File: config.mk
export PLATFORM = sky130hd
export DESIGN_NAME = univ_shreg
export DESIGN_NICKNAME = d
export VERILOG_FILES = /design/src/rtl/univ_shreg_pkg.sv /design/src/rtl/univ_shreg_next.sv /design/src/rtl/univ_shreg_bus.sv /design/src/rtl/univ_shreg.sv
export SDC_FILE = /design/constraint.sdc
export NUM_CORES = 1
export LEC_CHECK = 0
export BUFFER_PORTS_ARGS = -buffer_cell sky130_fd_sc_hd__buf_2
export CAP_MARGIN = 10
export CORE_AREA = 2 2 39 41
export DETAILED_ROUTE_END_ITERATION = 8
export DIE_AREA = 0 0 41 43
export SETUP_SLACK_MARGIN = 0.02
export SLEW_MARGIN = 0
export SYNTH_ARGS = -nofsm -noshare
export SYNTH_HDL_FRONTEND = slang
export SYNTH_SLANG_ARGS = --single-unit
File: constraint.sdc
create_clock -name clk_i -period 1.65 [get_ports clk_i]
set_clock_uncertainty 0.2 [all_clocks]
set_input_delay 0.33 -clock clk_i [delete_from_list [all_inputs] [get_ports clk_i]]
set_output_delay 0.33 -clock clk_i [all_outputs]
set_load 0.005 [all_outputs]
File: src/rtl/univ_shreg_pkg.sv
package univ_shreg_pkg;
  typedef enum logic [1:0] {
    MODE_HOLD = 2'b00,
    MODE_SHR  = 2'b01,
    MODE_SHL  = 2'b10,
    MODE_LOAD = 2'b11
  } mode_e;
endpackage

File: src/rtl/univ_shreg_next.sv
module univ_shreg_next
  import univ_shreg_pkg::*;
#(
  parameter int WIDTH = 8
) (
  input  mode_e            mode_i,
  input  logic [WIDTH-1:0] q_i,
  input  logic             ser_r_i,
  input  logic             ser_l_i,
  input  logic [WIDTH-1:0] par_i,
  output logic [WIDTH-1:0] nxt_o
);
  always_comb begin
    unique case (mode_i)
      MODE_SHR:  nxt_o = {ser_r_i, q_i[WIDTH-1:1]};
      MODE_SHL:  nxt_o = {q_i[WIDTH-2:0], ser_l_i};
      MODE_LOAD: nxt_o = par_i;
      default:   nxt_o = q_i;
    endcase
  end
endmodule

File: src/rtl/univ_shreg_bus.sv
module univ_shreg_bus
  import univ_shreg_pkg::*;
#(
  parameter int N_OE = 2
) (
  input  mode_e           mode_i,
  input  logic [N_OE-1:0] oe_ni,
  output logic            drive_o
);
  // load owns the bus for inbound data
  assign drive_o = (oe_ni == '0) && (mode_i != MODE_LOAD);
endmodule

File: src/rtl/univ_shreg.sv
module univ_shreg
  import univ_shreg_pkg::*;
#(
  parameter int WIDTH      = 8,
  parameter int N_OE       = 2,
  parameter bit SYNC_CLEAR = 1'b0
) (
  input  logic             clk_i,
  input  logic             clr_ni,
  input  logic [1:0]       sel_i,
  input  logic [N_OE-1:0]  oe_ni,
  input  logic             ser_r_i,
  input  logic             ser_l_i,
  input  logic [WIDTH-1:0] bus_i,
  output logic [WIDTH-1:0] bus_o,
  output logic             bus_oe_o,
  output logic             q_lsb_o,
  output logic             q_msb_o
);
  localparam int MSB = WIDTH - 1;

  mode_e            mode;
  logic [WIDTH-1:0] q_q;
  logic [WIDTH-1:0] q_d;

  assign mode = mode_e'(sel_i);

  univ_shreg_next #(.WIDTH(WIDTH)) u_next (
    .mode_i  (mode),
    .q_i     (q_q),
    .ser_r_i (ser_r_i),
    .ser_l_i (ser_l_i),
    .par_i   (bus_i),
    .nxt_o   (q_d)
  );

  univ_shreg_bus #(.N_OE(N_OE)) u_bus (
    .mode_i  (mode),
    .oe_ni   (oe_ni),
    .drive_o (bus_oe_o)
  );

  generate
    if (SYNC_CLEAR) begin : g_sync_clr
      always_ff @(posedge clk_i) begin
        if (!clr_ni) q_q <= '0;
        else         q_q <= q_d;
      end
    end else begin : g_async_clr
      always_ff @(posedge clk_i or negedge clr_ni) begin
        if (!clr_ni) q_q <= '0;
        else         q_q <= q_d;
      end
    end
  endgenerate

  assign bus_o   = q_q;
  assign q_lsb_o = q_q[0];
  assign q_msb_o = q_q[MSB];

  p_hold_r1: assert property (@(posedge clk_i) disable iff (!clr_ni)
    (sel_i == 2'b00) |=> $stable(q_q));
  p_shr_r2: assert property (@(posedge clk_i) disable iff (!clr_ni)
    (sel_i == 2'b01) |=> (q_q == {$past(ser_r_i), $past(q_q[MSB:1])}));
  p_shl_r3: assert property (@(posedge clk_i) disable iff (!clr_ni)
    (sel_i == 2'b10) |=> (q_q == {$past(q_q[MSB-1:0]), $past(ser_l_i)}));
  p_load_r4: assert property (@(posedge clk_i) disable iff (!clr_ni)
    (sel_i == 2'b11) |=> (q_q == $past(bus_i)));
  p_hiz_load_r5: assert property (@(posedge clk_i)
    (sel_i == 2'b11) |-> !bus_oe_o);
  p_oe_gate_r6: assert property (@(posedge clk_i)
    (oe_ni != '0) |-> !bus_oe_o);
  p_clear_r7: assert property (@(posedge clk_i)
    !clr_ni |=> (q_q == '0));
endmodule

== Word level (Yosys, flattened, before mapping) ==
Cells that the tools add are included.
Storage, ports and cells
  bits in registers: 8
  input bits: 16
  output and inout bits: 11
  word-level logic and storage cells: 9
Cells by class
  equality and inequality tests: 4
  muxes and demuxes: 1
  reductions and logical operators: 3
Operators with widths (number)
  case mux 8 bit (3 select lines): 1
  equality test 2 bit, second input constant: 2
  nonzero test 3 bit: 1
  equality test 2 x 1 -> 1 bit, second input constant: 1
  zero test 2 bit: 1
  inequality test 2 bit, second input constant: 1
  logical AND 1 bit: 1

== Logic depth before layout (Yosys ltp) ==
Gate-level depths: netlist of run 1.
  depth after elaboration: 2
  mapped depth: 2
  gate-level depth less buffers: 1

== Modules after synthesis ==
Synthesis of run 1 repeated with hierarchy kept, for this count alone.
Unflattened totals
  cells, all modules: 21
  area, all modules: 430.4 um2
By module, submodules not included
  univ_shreg: instances 1, cells each 10, area an instance 215.2 um2, sequential area each 200.2 um2
  univ_shreg_next: instances 1, cells each 10, area an instance 202.7 um2, sequential area each 0.0 um2
  univ_shreg_bus: instances 1, cells each 1, area an instance 12.5 um2, sequential area each 0.0 um2

== Least setup slack after synthesis of run 1 ==
Ideal clock, no wire load.
  kind: input to register
  start point: in sel_i[1]
  end point: reg q_q[0] (netlist: bus_o[0])
  setup time: 139 ps
  data arrival time: 934 ps
  data required time: 1311 ps
  setup slack: 378 ps
  stages: 2
  cell sequence: buf_6 mux4_2
On the way
  word-level cells in the longest chain between the ends: 2
  elaborated cells between the ends (all ways): 5
Ends and longest elaborated chain
  from (decl): RTL line univ_shreg.sv:10  | input logic [1:0] sel_i,
  equality test 2 bit / equality test 2 x 1 -> 1 bit (equally long branches): RTL line univ_shreg_next.sv:14  | unique case (mode_i)
  case mux 8 bit (3 select lines) / nonzero test 3 bit (equally long branches)
  to (signal assigned): RTL line univ_shreg.sv:52  | else q_q <= q_d;
  to (decl): RTL line univ_shreg.sv:23  | logic [WIDTH-1:0] q_q;
Several ways; a longest one is shown, not always the timed one.
A chain may end at the register's enable or synchronous reset.

== Final worst setup path of run 1 ==
  start point: in sel_i[0]
  end point: out bus_oe_o
On the way
  word-level cells in the longest chain between the ends: 2
Ends and longest elaborated chain
  inequality test 2 bit: RTL line univ_shreg_bus.sv:11  | assign drive_o = (oe_ni == '0) && (mode_i != MODE_LOAD);
  logical AND 1 bit: RTL line univ_shreg_bus.sv:11
  to (decl): RTL line univ_shreg.sv:16  | output logic bus_oe_o,
No other way between the ends.

==> results_dict.tcl, run 1 <==
set metrics [dict create \
    synth_cell_types 5 \
    cp.depth 3 \
    num_antenna_cells 0 \
    cp_max_fo 9 \
    period_minus_slack_ns 1.40 \
    num_rows 14 \
    gp_congestion 0.703 \
    synth_warnings 0 \
    netlist.area_leader.share 0.471 \
    clkSinkCount 8 \
    cts_buffers 3 \
    synthSimpleGateAreaFrac 0 \
    pwr-share-seq 0.478 \
    ys_ff_latch 8 \
    cpPeakStageDelay_ns 0.23 \
    synth.mux.area_fraction 0.424 \
    timing.rr.start "bus_o[4]$_DFFE_PN0P_" \
    crit_end "bus_oe_o" \
    drt_pre_antenna_iters 2 \
    cp_data_arrival_time_ns 0.87 \
    async_flop_share 1.00 \
    core_mm2 0.00138 \
    h-tree-depth 1 \
    irDropWorstVdd_v 0.000499 \
    die_w_um 41 \
    die_area_mm2 0.00176 \
    wl_um 803 \
    power.switching_w 0.000150 \
    grt_pass1_wl_um 1220 \
    rsz0062_at_grt "false" \
    synth_area_um2 425 \
    synth.area.top_cells "dfrtp_1, mux4_2, buf_6, buf_4, a211oi_1" \
    cts_tree "done" \
    p_sw_frac 0.256 \
    dp_hpwl_um 649 \
    p_clk_frac 0.241 \
    crit_family "buffers and inverters" \
    cts_root_buf "clkbuf_4" \
    p_per_area_mw_per_mm2 1030 \
    synth_enable_flop_cells 0 \
    wire_per_inst_um 12.7 \
    setup_viol 0 \
    maxCapViolCount 0 \
    cts.path.max_buffers 2 \
    layout-drive-gt1-share 0.787 \
    route.detailed.drc 0 \
    grt-ovfl-total 0 \
    drtAntennaViolNets 0 \
    route.vias.total 319 \
    yosysSeqAreaShare 0.471 \
    antenna_found_initial 0 \
    critPathLaunch "sel_i[0]" \
    grt_pass1_vias 295 \
    synth-compound-area-share 0.0176 \
    syn_to_final_growth_pct 34.1 \
    reg2reg_depth 1 \
    post_cts_buffers 0 \
    yosys.area.top_type "dfrtp_1" \
    portBuffers 26 \
    finalNetCount 65 \
    avgSynthCellArea_um2 20.3 \
    synth_top_family_by_area "multiplexers" \
    combPwrFrac 0.281 \
    synth_xor_area_frac 0 \
    fin_util 0.412 \
    required_ns 1.12 \
    start_util 0.307 \
    finalHoldViolCount 0 \
    die_h_um 43 \
    clk_pin_slew_ns 0.05 \
    crit_path_cell_trace "buf_2 > a211oi_1 > buf_2" \
    p_leak_nw 0.267 \
    io_pins 27 \
    path_common_cell "buf_2" \
    intPower_w 0.000437 \
    via_per_inst 5.06 \
    reg2reg_to "bus_o[3]$_DFFE_PN0P_" \
    synth_nets 37 \
    grt_usage 0.110 \
    synthAdderAreaFrac 0 \
    status "complete, no violations" \
    hp-class "input pin to register" \
    largest_reg_flops 8 \
    slew_viol_final 0 \
    endpoint_kind "output port" \
    drtIter0Drc 2 \
    ys_top_cells_by_count "dfrtp_1, mux4_2, buf_4, buf_6, a211oi_1" \
    fin_crit_sh 0.850 \
    clk_latency_ns 0.24 \
    ys.flop_type "dfrtp_1" \
    grt_max_degree 10 \
    worst_slew_pin_slew_ns 0.236 \
    r2r_setup_slack_ns 0.45 \
    critPathSlowestCell "a211oi_1" \
    path_class "input pin to output port" \
    syn_inst 21 \
    fin_setup_tns_ns 0 \
    path_buf_inv 2 \
    start_kind "input pin" \
    slew_headroom 0.842 \
    fmax_ghz 0.713 \
]
## through the flow
step / worst slack [ns] / hold WS [ns] / power [W] / area [um2] / instances
floorplan: 0.378 / -0.166 / 0.000379 / 425 / 21
global placement: 0.224 / -0.0190 / 0.000445 / 538 / 59
detailed placement: 0.203 / -0.0209 / 0.000449 / 538 / 59
CTS: 0.240 / 0.198 / 0.000599 / 571 / 63
global route: 0.186 / 0.193 / 0.000627 / 571 / 63
finish: 0.247 / 0.203 / 0.000587 / 571 / 63
## power groups by stage
stage | logic (W) | registers, W | clock network [W]
2_1_floorplan | 0.000100 | 0.000279 | 0
3_3_place_gp | 0.000163 | 0.000283 | 0
3_5_place_dp | 0.000166 | 0.000283 | 0
4_1_cts | 0.000169 | 0.000281 | 0.000150
5_1_grt | 0.000179 | 0.000287 | 0.000161
6_report | 0.000165 | 0.000280 | 0.000141
## cell usage in the layout, fill, tap and decap left out
| cell | synthesis | layout |
|---|---|---|
| a211oi_1 | 1 | 1 |
| buf_2 | 0 | 26 |
| clkbuf_4 | 0 | 3 |
| dfrtp_1 | 8 | 8 |
| dlygate4sd3_1 | 0 | 1 |
| mux4_2 | 8 | 8 |
## layout make-up
class	count	area [um2]
multi-input combinational	9	188
timing repair buffer	27	140
fill	135	813
clock buffer	3	22.5
tap	16	20.0
sequential	8	200
## timing repair
| item | CTS | global route |
|---|---|---|
| gates resized for setup | 0 | 0 |
| hold buffers | 1 | 0 |
| hold endpoints to repair | 8 | 0 |
## kinds of logic after synthesis
group / after synthesis
DFF: 8
buffers and inverters: 4
AOI/OAI and AO/OA: 1
muxes: 8
## how the worst min path moves through the flow
| stage | start | endpoint | cells past startpoint |
|---|---|---|---|
| floorplan | clr_ni | bus_o[0]$_DFFE_PN0P_ | 0 |
| global placement | clr_ni | bus_o[1]$_DFFE_PN0P_ | 1 |
| detailed placement | clr_ni | bus_o[1]$_DFFE_PN0P_ | 1 |
| CTS | bus_i[6] | bus_o[6]$_DFFE_PN0P_ | 2 |
| global route | bus_i[5] | bus_o[5]$_DFFE_PN0P_ | 2 |
| finish | bus_i[6] | bus_o[6]$_DFFE_PN0P_ | 2 |
## per-layer routing
| metal | wire length (um) | GRT usage | up-vias |
|---|---|---|---|
| met5 | 0 | 0 | - |
| met4 | 7 | 0.0800 | 0 |
| met3 | 54 | 0.0314 | 2 |
| met2 | 408 | 0.147 | 16 |
| met1 | 333 | 0.145 | 162 |
| li1 | - | - | 139 |
(Power assumes the default switching activity.)
==> inputs of run 2 (changes only) <==
--- a/config.mk
+++ b/config.mk
@@ -10,6 +10,7 @@
 export CORE_AREA = 2 2 39 41
 export DETAILED_ROUTE_END_ITERATION = 8
 export DIE_AREA = 0 0 41 43
+export PLACE_DENSITY = 0.66
 export SETUP_SLACK_MARGIN = 0.02
 export SLEW_MARGIN = 0
 export SYNTH_ARGS = -nofsm -noshare
==> results_dict.tcl, run 2 (synthesis gave the netlist of run 1 again) <==
set metrics [dict create \
    core_mm2 0.00138 \
    reg2reg_to "bus_o[7]$_DFFE_PN0P_" \
    num_rows 14 \
    required_ns 1.12 \
    worstHoldPathCells 2 \
    portBuffers 26 \
    syn_to_final_growth_pct 34.1 \
    slew_headroom 0.836 \
    gp_congestion 0.693 \
    intPower_w 0.000437 \
    cts_tree "done" \
    period_minus_slack_ns 1.42 \
    hp-class "input pin to register" \
    fmax_ghz 0.704 \
    fin_util 0.412 \
    p_leak_nw 0.267 \
    grt_pass1_wl_um 1290 \
    layout-drive-gt1-share 0.787 \
    p_per_area_mw_per_mm2 1030 \
    holdCritStartpoint "bus_i[3]" \
    die_h_um 43 \
    hold_end "bus_o[3]$_DFFE_PN0P_" \
    p_clk_frac 0.247 \
    slew_viol_final 0 \
    reg2reg_depth 1 \
    maxCapViolCount 0 \
    start_util 0.307 \
    grt_pass1_vias 307 \
    cts_root_buf "clkbuf_4" \
    h-tree-depth 1 \
    die_area_mm2 0.00176 \
    cts.path.max_buffers 2 \
    mostFrequentLayoutCells "buf_2, mux4_2, dfrtp_1" \
    top_layer_used "met4" \
    pwr-share-seq 0.476 \
    setup_viol 0 \
    status "complete, no violations" \
    r2r_setup_slack_ns 0.45 \
    clk_pin_slew_ns 0.05 \
    largest_reg_flops 8 \
    fin_crit_sh 0.861 \
    timing.rr.start "bus_o[6]$_DFFE_PN0P_" \
    dp_hpwl_um 671 \
    worst_slew_pin_slew_ns 0.246 \
    grt-ovfl-total 0 \
    p_sw_frac 0.258 \
    path_class "input pin to output port" \
    holdWs_ns 0.198 \
    start_kind "input pin" \
    dr_wl_met3_um 57 \
    drt_pre_antenna_iters 2 \
    num_antenna_cells 0 \
    io_pins 27 \
    drtIter0Drc 3 \
    grt_usage 0.118 \
    endpoint_kind "output port" \
    rsz0062_at_grt "false" \
    met1_length_um 333 \
    cp_data_arrival_time_ns 0.89 \
    antenna_found_initial 0 \
    grt_max_degree 10 \
    stdcell_count 63 \
    place_inst 59 \
    clk_latency_ns 0.25 \
    placed_area_um2 538 \
    clkSinkCount 8 \
    finalHoldViolCount 0 \
    route.vias.total 310 \
    power.switching_w 0.000152 \
    post_cts_buffers 0 \
    fin_setup_tns_ns 0 \
    combPwrFrac 0.278 \
    route.detailed.drc 0 \
    wire_per_inst_um 13.3 \
    via_per_inst 4.92 \
    cts_resized 0 \
    wl_um 835 \
    finalNetCount 65 \
    die_w_um 41 \
    drtAntennaViolNets 0 \
    final_common_cell "buf_2" \
    routed-wl-met2_um 423 \
    cts_buffers 3 \
    irDropWorstVdd_v 0.000430 \
    postLayoutCellArea_um2 571 \
    cp_max_fo 9 \
]
-- run 2: routing by layer --
| metal | vias up | GRT usage |
|---|---|---|
| li1 | 139 | - |
| met1 | 153 | 0.144 |
| met2 | 16 | 0.163 |
| met3 | 2 | 0.0157 |
| met4 | 0 | 0.120 |
| met5 | - | 0 |
-- run 2: cell type report --
cell class                 instances  area [um2]
sequential                         8         200
tap                               16        20.0
multi-input combinational          9         188
fill                             143         813
clock buffer                       3        22.5
timing repair buffer              27         140
-- run 2: critical path: stages --
cell	delay (ns)
buf_2	0.17
a211oi_1	0.24
buf_2	0.14
-- run 2: per-stage QoR --
stage	total power [W]	setup WS [ns]
detailed placement	0.000450	0.197
CTS	0.000603	0.222
global placement	0.000445	0.224
floorplan	0.000379	0.378
finish	0.000588	0.230
global route	0.000624	0.201
-- run 2: what timing repair did --
action | in CTS | in global routing
hold endpoints to repair | 8 | 0
hold buffers | 1 | 0
endpoints found under the setup margin | 0 | 0
-- run 2: power groups by stage --
| stage | clock network (W) | registers, W | logic [W] |
|---|---|---|---|
| 6_report | 0.000145 | 0.000280 | 0.000163 |
| 4_1_cts | 0.000155 | 0.000281 | 0.000167 |
| 3_5_place_dp | 0 | 0.000284 | 0.000166 |
| 2_1_floorplan | 0 | 0.000279 | 0.000100 |
| 3_3_place_gp | 0 | 0.000282 | 0.000163 |
| 5_1_grt | 0.000160 | 0.000286 | 0.000177 |
-- run 2: worst max-delay path by stage --
stage / to / slack [ns] / start
2_1_floorplan: bus_o[0]$_DFFE_PN0P_ / 0.38 / sel_i[1]
3_3_place_gp: bus_o[2]$_DFFE_PN0P_ / 0.22 / sel_i[1]
3_5_place_dp: bus_o[0]$_DFFE_PN0P_ / 0.20 / sel_i[1]
4_1_cts: bus_oe_o / 0.22 / sel_i[0]
5_1_grt: bus_oe_o / 0.20 / sel_i[0]
6_report: bus_oe_o / 0.23 / sel_i[0]
==> inputs of run 3 (changes only) <==
--- a/config.mk
+++ b/config.mk
@@ -7,10 +7,11 @@
 export LEC_CHECK = 0
 export BUFFER_PORTS_ARGS = -buffer_cell sky130_fd_sc_hd__buf_2
 export CAP_MARGIN = 10
-export CORE_AREA = 2 2 39 41
+export CORE_MARGIN = 1.5
+export CORE_UTILIZATION = 30
 export DETAILED_ROUTE_END_ITERATION = 8
-export DIE_AREA = 0 0 41 43
-export PLACE_DENSITY = 0.66
+export PLACE_DENSITY = 0.63
+export REMOVE_ABC_BUFFERS = 1
 export SETUP_SLACK_MARGIN = 0.02
 export SLEW_MARGIN = 0
 export SYNTH_ARGS = -nofsm -noshare
==> constraint.sdc (replaced) <==
create_clock -name clk_i -period 1.65 [get_ports clk_i]
set_clock_uncertainty 0.2 [all_clocks]
set_input_delay 0.2475 -clock clk_i [delete_from_list [all_inputs] [get_ports clk_i]]
set_output_delay 0.2475 -clock clk_i [all_outputs]
set_load 0.005 [all_outputs]
==> results_dict.tcl, run 3 (synthesis gave the netlist of run 1 again) <==
set metrics [dict create \
    status "complete, no violations" \
    final.setup.worst_slack_ns 0.393 \
    io_pins 27 \
    worst_slew_pin_slew_ns 0.243 \
    fmax_ghz 0.796 \
    rsz0062_at_grt "false" \
    postLayoutCellArea_um2 569 \
    crit_family "flip-flops" \
    fin_setup_tns_ns 0 \
    syn_to_final_growth_pct 33.8 \
    clkSinkCount 8 \
    dpl_worst_slack_ns 0.265 \
    num_antenna_cells 0 \
    drtAntennaViolNets 0 \
    setup_viol 0 \
    cts_resized 0 \
    period_minus_slack_ns 1.26 \
    wire_per_inst_um 14.6 \
    layout-drive-gt1-share 0.787 \
    endpoint_kind "output port" \
    final_common_cell "buf_2" \
    p_per_area_mw_per_mm2 1040 \
    gp_congestion 0.664 \
    placed_area_um2 537 \
    cp_data_arrival_time_ns 0.81 \
    route.vias.total 317 \
    die_w_um 40.7 \
    via_per_inst 5.11 \
    drt_pre_antenna_iters 4 \
    grt_pass1_wl_um 1390 \
    mostFrequentLayoutCells "buf_2, mux4_2, dfrtp_1" \
    clk_pin_slew_ns 0.05 \
    largest_reg_flops 8 \
    design_power_total_w 0.000593 \
    start_util 0.323 \
    cpPeakStageDelay_ns 0.42 \
    die_h_um 40.7 \
    cts_tree "done" \
    n_fill_cell 118 \
    core_mm2 0.00132 \
    cts_root_buf "clkbuf_4" \
    irDropWorstVdd_v 0.000490 \
    drtIter0Drc 1 \
    grt_pass1_vias 316 \
    die_area_mm2 0.00165 \
    cts_buffers 3 \
    grt_max_degree 10 \
    clk_latency_ns 0.25 \
    cts.path.max_buffers 2 \
    num_rows 13 \
    path_class "register to output port" \
    critPathSlowestCell "dfrtp_1" \
    antenna_found_initial 0 \
    finalHoldViolCount 0 \
    slew_viol_final 0 \
    required_ns 1.20 \
    portBuffers 26 \
    route.detailed.drc 0 \
    fin_crit_sh 0.762 \
    h-tree-depth 1 \
    grt-ovfl-total 0 \
    crit_path_cell_trace "buf_2" \
    hp-class "input pin to register" \
    slew_headroom 0.838 \
    wl_um 907 \
    start_kind "register" \
    p_leak_nw 0.267 \
    grt_usage 0.137 \
    cp_max_fo 4 \
    finalNetCount 65 \
    maxCapViolCount 0 \
    path_buf_inv 1 \
]
-- run 3: cell counts in the layout (fill, tap and decap cells not counted) --
No cell type changed its count.
-- run 3: worst paths after layout --
| check | startpoint | to | slack [ns] | cells past startpoint |
|---|---|---|---|---|
| max in group asynchronous | clr_ni | bus_o[7]$_DFFE_PN0P_ | 0.91 | 2 |
| worst min register to register | bus_o[2]$_DFFE_PN0P_ | bus_o[2]$_DFFE_PN0P_ | 0.44 | 1 |
| min in group asynchronous | clr_ni | bus_o[2]$_DFFE_PN0P_ | 0.18 | 2 |
| worst min-delay path | bus_i[2] | bus_o[2]$_DFFE_PN0P_ | 0.12 | 2 |
| worst max register to register | bus_o[1]$_DFFE_PN0P_ | bus_o[0]$_DFFE_PN0P_ | 0.42 | 1 |
| worst max-delay path | bus_o[1]$_DFFE_PN0P_ | bus_o[1] | 0.39 | 1 |
-- run 3: per-layer routing --
metal	vias to the layer above	GRT usage	routed length, um
met2	15	0.254	513
met3	2	0.0163	41
met5	-	0	0
li1	139	-	-
met1	161	0.161	343
met4	0	0.0500	8
-- run 3: cell type report --
class                   count  area (um2)  area share
flip-flops and latches      8         200       0.352
multi-input cells           9         188       0.330
well taps                  15        18.8      0.0330
clock buffers               3        22.5      0.0396
repair buffers             27         140       0.246
-- run 3: report_power, final --
part | leakage (nW) | internal, W | switching, W
registers | 0.0937 | 0.000239 | 0.0000439
logic | 0.160 | 0.000115 | 0.0000503
clock network | 0.0138 | 0.0000829 | 0.0000617
-- run 3: what timing repair did --
| item | CTS | global route |
|---|---|---|
| hold buffers | 1 | 0 |
| buffers inserted | 0 | 0 |
| hold endpoints to repair | 8 | 0 |
-- run 3: per-stage QoR --
step	utilization	hold slack, ns	std cells
2_1_floorplan	-	-0.248	17
3_3_place_gp	0.407	-0.104	58
3_5_place_dp	0.407	-0.101	58
4_1_cts	0.432	0.111	62
5_1_grt	0.432	0.112	62
6_report	0.432	0.115	62
